**src/rtl/cap_pkg.sv**
```systemverilog
package cap_pkg;
  localparam int TIMER_W  = 16;
  localparam int REG_W    = 16;
  localparam int ADDR_W   = 3;
  localparam int TSEL_BIT = 8;
  localparam int IEN_LSB  = 9;

  typedef enum logic [1:0] {
    EDGE_OFF  = 2'b00,
    EDGE_RISE = 2'b01,
    EDGE_FALL = 2'b10,
    EDGE_BOTH = 2'b11
  } edge_mode_t;

  localparam logic [ADDR_W-1:0] A_CTRL  = 3'd0;
  localparam logic [ADDR_W-1:0] A_STAT  = 3'd1;
  localparam logic [ADDR_W-1:0] A_FLAG  = 3'd2;
  localparam logic [ADDR_W-1:0] A_FIFO0 = 3'd4;

  localparam logic [1:0] ST_EMPTY = 2'b00;
  localparam logic [1:0] ST_ONE   = 2'b01;
  localparam logic [1:0] ST_TWO   = 2'b10;
  localparam logic [1:0] ST_OVF   = 2'b11;
endpackage

```
**src/rtl/cap_input_qual.sv**
```systemverilog
module cap_input_qual #(
  parameter int SYNC_STAGES = 2
) (
  input  logic clk,
  input  logic rst_n,
  input  logic pin,
  output logic rise,
  output logic fall
);
  logic [SYNC_STAGES-1:0] sync_r, sync_nx;
  logic hold_r, lvl_r, lvl_nx, stable;

  generate
    if (SYNC_STAGES == 1) begin : g_one
      assign sync_nx = pin;
    end else begin : g_many
      assign sync_nx = {sync_r[SYNC_STAGES-2:0], pin};
    end
  endgenerate

  always_comb begin
    stable = (sync_r[SYNC_STAGES-1] == hold_r);
    lvl_nx = lvl_r;
    if (stable) lvl_nx = sync_r[SYNC_STAGES-1];
    rise = stable &  sync_r[SYNC_STAGES-1] & ~lvl_r;
    fall = stable & ~sync_r[SYNC_STAGES-1] &  lvl_r;
  end

  always_ff @(posedge clk or negedge rst_n) begin
    if (!rst_n) begin
      sync_r <= '0;
      hold_r <= 1'b0;
      lvl_r  <= 1'b0;
    end else begin
      sync_r <= sync_nx;
      hold_r <= sync_r[SYNC_STAGES-1];
      lvl_r  <= lvl_nx;
    end
  end
endmodule

```
**src/rtl/cap_fifo2.sv**
```systemverilog
module cap_fifo2 import cap_pkg::*; #(
  parameter int W = 16
) (
  input  logic         clk,
  input  logic         rst_n,
  input  logic         push,
  input  logic [W-1:0] push_data,
  input  logic         pop,
  output logic [W-1:0] head,
  output logic [1:0]   status
);
  logic [W-1:0] e0_r, e1_r, e0_nx, e1_nx;
  logic [1:0]   st_r, st_nx;
  logic         full, en;

  always_comb begin
    full  = (st_r == ST_TWO) || (st_r == ST_OVF);
    e0_nx = e0_r;
    e1_nx = e1_r;
    st_nx = st_r;
    en    = push | pop;
    if (push && pop) begin
      if (st_r == ST_EMPTY) begin
        e0_nx = push_data; st_nx = ST_ONE;
      end else if (st_r == ST_ONE) begin
        e0_nx = push_data;
      end else begin
        e0_nx = e1_r; e1_nx = push_data; st_nx = ST_TWO;
      end
    end else if (push) begin
      if (st_r == ST_EMPTY) begin
        e0_nx = push_data; st_nx = ST_ONE;
      end else if (st_r == ST_ONE) begin
        e1_nx = push_data; st_nx = ST_TWO;
      end else begin
        e0_nx = e1_r; e1_nx = push_data; st_nx = ST_OVF;
      end
    end else if (pop) begin
      if (full) begin
        e0_nx = e1_r; st_nx = ST_ONE;
      end else begin
        st_nx = ST_EMPTY;
      end
    end
  end

  always_ff @(posedge clk or negedge rst_n) begin
    if (!rst_n) begin
      e0_r <= '0;
      e1_r <= '0;
      st_r <= ST_EMPTY;
    end else if (en) begin
      e0_r <= e0_nx;
      e1_r <= e1_nx;
      st_r <= st_nx;
    end
  end

  assign head   = (st_r == ST_EMPTY) ? '0 : e0_r;
  assign status = st_r;
endmodule

```
**src/rtl/edge_capture_top.sv**
```systemverilog
module edge_capture_top import cap_pkg::*; #(
  parameter int NUM_CH      = 3,
  parameter int SYNC_STAGES = 2
) (
  input  logic               clk,
  input  logic               rst_n,
  input  logic [NUM_CH-1:0]  cap_in,
  input  logic [TIMER_W-1:0] timer_a,
  input  logic [TIMER_W-1:0] timer_b,
  input  logic               wr_en,
  input  logic               rd_en,
  input  logic [ADDR_W-1:0]  addr,
  input  logic [REG_W-1:0]   wdata,
  output logic [REG_W-1:0]   rdata,
  output logic               irq
);
  localparam int ST_W = 2 * NUM_CH;

  logic [REG_W-1:0]   ctrl_r;
  logic [NUM_CH-1:0]  flag_r, flag_nx, push_w, pop_w;
  logic [ST_W-1:0]    fifo_st_w;
  logic [TIMER_W-1:0] head_w [NUM_CH];
  logic [TIMER_W-1:0] tbase;
  logic               flag_wr;

  assign tbase = ctrl_r[TSEL_BIT] ? timer_b : timer_a;

  genvar gi;
  generate
    for (gi = 0; gi < NUM_CH; gi++) begin : g_ch
      logic rise, fall;
      edge_mode_t mode;
      assign mode = edge_mode_t'(ctrl_r[2*gi +: 2]);
      cap_input_qual #(.SYNC_STAGES(SYNC_STAGES)) u_qual (
        .clk(clk), .rst_n(rst_n), .pin(cap_in[gi]), .rise(rise), .fall(fall));
      assign push_w[gi] = (rise && (mode == EDGE_RISE || mode == EDGE_BOTH)) ||
                          (fall && (mode == EDGE_FALL || mode == EDGE_BOTH));
      assign pop_w[gi]  = rd_en && (addr == A_FIFO0 + ADDR_W'(gi));
      cap_fifo2 #(.W(TIMER_W)) u_fifo (
        .clk(clk), .rst_n(rst_n), .push(push_w[gi]), .push_data(tbase),
        .pop(pop_w[gi]), .head(head_w[gi]), .status(fifo_st_w[2*gi +: 2]));
    end
  endgenerate

  always_comb begin
    flag_wr = wr_en && (addr == A_FLAG);
    flag_nx = flag_r;
    if (flag_wr) flag_nx = flag_nx & ~wdata[NUM_CH-1:0];
    flag_nx = flag_nx | push_w;
  end

  always_ff @(posedge clk or negedge rst_n) begin
    if (!rst_n) ctrl_r <= '0;
    else if (wr_en && addr == A_CTRL) ctrl_r <= wdata;
  end

  always_ff @(posedge clk or negedge rst_n) begin
    if (!rst_n) flag_r <= '0;
    else if (flag_wr || (|push_w)) flag_r <= flag_nx;
  end

  always_comb begin
    rdata = '0;
    case (addr)
      A_CTRL: rdata = ctrl_r;
      A_STAT: rdata = {{(REG_W-ST_W){1'b0}}, fifo_st_w};
      A_FLAG: rdata = {{(REG_W-NUM_CH){1'b0}}, flag_r};
      default: begin
        for (int i = 0; i < NUM_CH; i++)
          if (addr == A_FIFO0 + ADDR_W'(i)) rdata = head_w[i];
      end
    endcase
  end

  assign irq = |(flag_r & ctrl_r[IEN_LSB +: NUM_CH]);
endmodule

```
**config.mk**
```make
export PLATFORM = sky130hd
export DESIGN_NAME = edge_capture_top
export DESIGN_NICKNAME = d
export VERILOG_FILES = /design/src/rtl/cap_pkg.sv /design/src/rtl/cap_input_qual.sv /design/src/rtl/cap_fifo2.sv /design/src/rtl/edge_capture_top.sv
export SDC_FILE = /design/constraint.sdc
export NUM_CORES = 1
export LEC_CHECK = 0
export ABC_AREA = 1
export BUFFER_PORTS_ARGS = -buffer_cell sky130_fd_sc_hd__buf_2
export CAP_MARGIN = 20
export CORE_MARGIN = 4
export CORE_UTILIZATION = 51
export CTS_CLUSTER_DIAMETER = 120
export DETAILED_ROUTE_END_ITERATION = 10
export PLACE_DENSITY_LB_ADDON = 0.2
export SYNTH_ARGS = -nofsm -noshare
export SYNTH_HDL_FRONTEND = slang
export SYNTH_SLANG_ARGS = --single-unit
export TNS_END_PERCENT = 100
```
**constraint.sdc**
```tcl
create_clock -name clk -period 3.5 [get_ports clk]
set_input_delay 0.7 -clock clk [delete_from_list [all_inputs] [get_ports clk]]
set_output_delay 0.7 -clock clk [all_outputs]
set_load 0.01 [all_outputs]
```
==> results.py <==
metrics = {
    "synthesis": {
        "synth_fp_nets": 1072,
        "synth_edf_count": 0,
        "synth_ff_type": "dfrtp_1",
        "syn_inst": 1008,
        "synth_area_per_cell_um2": 7.33,
        "synth_common_cells": "nand2_1, nand3_1, dfrtp_1",
        "ys_seq_area_frac": 0.451,
        "netlist_area_um2": 7390,
        "synth_top_cell_area_share": 0.451,
        "synthDistinctLibCells": 34,
        "synth-async-reset-ratio": 1.00,
        "yosysMostFrequentCell": "nand2_1",
        "ys_seq_elements": 133,
        "synth_area_leaders": "dfrtp_1, nand2_1, nand3_1",
        "synth_top_area_cell": "dfrtp_1",
        "ys.warnings.count": 0,
    },
    "route": {
        "drtPass1Iterations": 5,
        "vias": 6963,
        "drt-total-wl_um": 21400,
        "via_per_inst": 5.55,
        "wire_per_inst_um": 17.1,
        "ant_nets": 0,
        "initialDrtViolationCount": 719,
        "drcViolationCount": 0,
    },
    "clock_network": {
        "path_clk_slew_ns": 0.06,
        "cts_resized": 0,
        "clockBufferDepth": 2,
        "clock_latency_ns": 0.42,
        "cts_tree": "yes",
        "post_cts_buffers": 0,
        "cts_buffers": 17,
        "cts_sinks": 133,
        "h-tree-depth": 4,
        "root_buffer": "clkbuf_16",
        "cts_hold_buf": 0,
    },
    "place": {
        "globalplace.congestion": 0.846,
        "placement.io_buffers": 74,
        "dpl_cell_area_um2": 7790,
        "place_hpwl_um": 15200,
    },
    "run": {
        "maxCapViolations": 0,
    },
    "timing": {
        "worst_pin_slew_ns": 0.865,
        "finClkSkew_ns": 0.00691,
        "period_minus_slack_ns": 2.86,
        "fmax_mhz": 350,
        "slew_headroom": 0.423,
        "setup_tns_ns": 0,
        "setup_viol": 0,
        "post-route-period-util": 0.817,
        "hold_violations": 0,
        "hold_slack_ns": 0.271,
        "rsz0062_at_grt": "no",
        "slew_viol_final": 0,
    },
    "setup_path": {
        "required_ns": 2.80,
        "end_kind": "output pin",
        "r2r_start": "g_ch[2].u_qual.sync_r[1]",
        "cp_max_fo": 16,
        "worstSetupPathType": "in -> out",
        "crit_path_start_kind": "primary input",
        "crit_arrival_ns": 2.16,
        "startpoint": "addr[0]",
    },
    "pwr": {
        "power_density_nw_per_um2": 728,
        "ir_drop_mv": 0.387,
        "total_power_uw": 6090,
        "p_leak_uw": 0.00446,
    },
    "global_routing": {
        "overflow": 0,
        "track_usage": 0.275,
        "grt_max_degree": 67,
        "grt_pass1_vias": 6505,
        "antenna_found_initial": 0,
        "grt_pass1_wl_um": 35000,
    },
    "floorplan": {
        "dieHeight_um": 128,
        "io_pins": 75,
        "die_w_um": 128,
        "row_count": 43,
        "start_util": 0.526,
        "core-area_um2": 14000,
        "die_area_um2": 16500,
    },
    "status": {
        "outcome": "completed",
    },
    "finish": {
        "diodes": 0,
        "nets": 1127,
        "synthToLayoutAreaGrowth_pct": 13.3,
        "drive_gt1_frac": 0.148,
        "post-route-cell-area_um2": 8370,
    },
    "min_path": {
        "holdCritPathClass": "in -> async",
    },
}
registers in the layout, summed over array words and instances, names as in the netlist:
signal	count
g_ch.u_fifo.e0_r	48
g_ch.u_fifo.e1_r	48
ctrl_r	16
g_ch.u_fifo.status	6
g_ch.u_qual.sync_r	6
flag_r	3
g_ch.u_qual.hold_r	3
g_ch.u_qual.lvl_r	3
power breakdown:
part / leakage (µW) / switching (µW) / internal, µW / total [µW]
registers: 0.00169 / 428 / 2080 / 2500
logic: 0.00248 / 1200 / 652 / 1850
clock network: 0.000282 / 645 / 1100 / 1740
total: 0.00446 / 2270 / 3820 / 6090
critical path: stages:
cell,delay [ns]
buf_2,0.13
nor2_2,0.14
nand2_1,0.10
nor2_2,0.57
a22oi_1,0.17
o211ai_1,0.16
buf_2,0.17
cell usage in the layout (no fill, tap or decap), types with 4 or more instances in the layout:
cell / count
mux2_2: 12
inv_1: 81
a22oi_1: 7
nand2_4: 4
ha_1: 6
clkbuf_16: 17
o21ai_0: 68
clkinv_2: 4
inv_2: 10
o21ai_1: 36
dfrtp_1: 133
nand3_2: 4
nand3_1: 142
nor2_1: 20
a21oi_1: 4
buf_4: 8
nand2_1: 396
nor2_2: 4
nand4_1: 11
nand2_2: 5
buf_2: 73
final timing paths:
kind	endpoint	slack, ns	cells past startpoint
max	rdata[13]	0.64	7
min	g_ch[1].u_qual.sync_r[1]	0.27	1
max reg2reg	g_ch[2].u_fifo.e1_r[11]	1.20	10
min reg2reg	g_ch[0].u_qual.sync_r[1]	0.34	0
max in group asynchronous	g_ch[2].u_fifo.e1_r[12]	2.51	2
min in group clk	g_ch[0].u_qual.sync_r[1]	0.34	0
metrics by stage:
stage | utilization | std cells | setup WS [ns]
detailed placement | 0.555 | 1224 | 0.687
global placement | 0.555 | 1224 | 0.763
global route | 0.596 | 1254 | 0.394
CTS | 0.596 | 1254 | 0.682
floorplan | - | 1008 | 1.28
finish | 0.596 | 1254 | 0.639
cells by family after synthesis:
logic type	share of synthesized area
simple gates	0.346
compound gates	0.0896
flops	0.451
fa+ha+maj	0.0102
mux	0.0183
buf+inv	0.0850
area by class of cell:
| class | instances | area [µm²] |
|---|---|---|
| fillers | 1313 | 5670 |
| multi-input cells | 735 | 3430 |
| flip-flops and latches | 133 | 3330 |
| clock buffers | 22 | 474 |
| repair buffers | 83 | 457 |
| inverters | 93 | 353 |
| well taps | 180 | 225 |
| clock inverters | 8 | 100 |
routing by layer:
| layer | GRT usage | part of all wire | vias up |
|---|---|---|---|
| li1 | - | - | 3367 |
| met5 | 0 | 0 | - |
| met2 | 0.402 | 0.43 | 323 |
| met3 | 0.0511 | 0.087 | 37 |
| met1 | 0.409 | 0.46 | 3236 |
| met4 | 0.0980 | 0.025 | 0 |
Power figures use the tool's default switching activity.
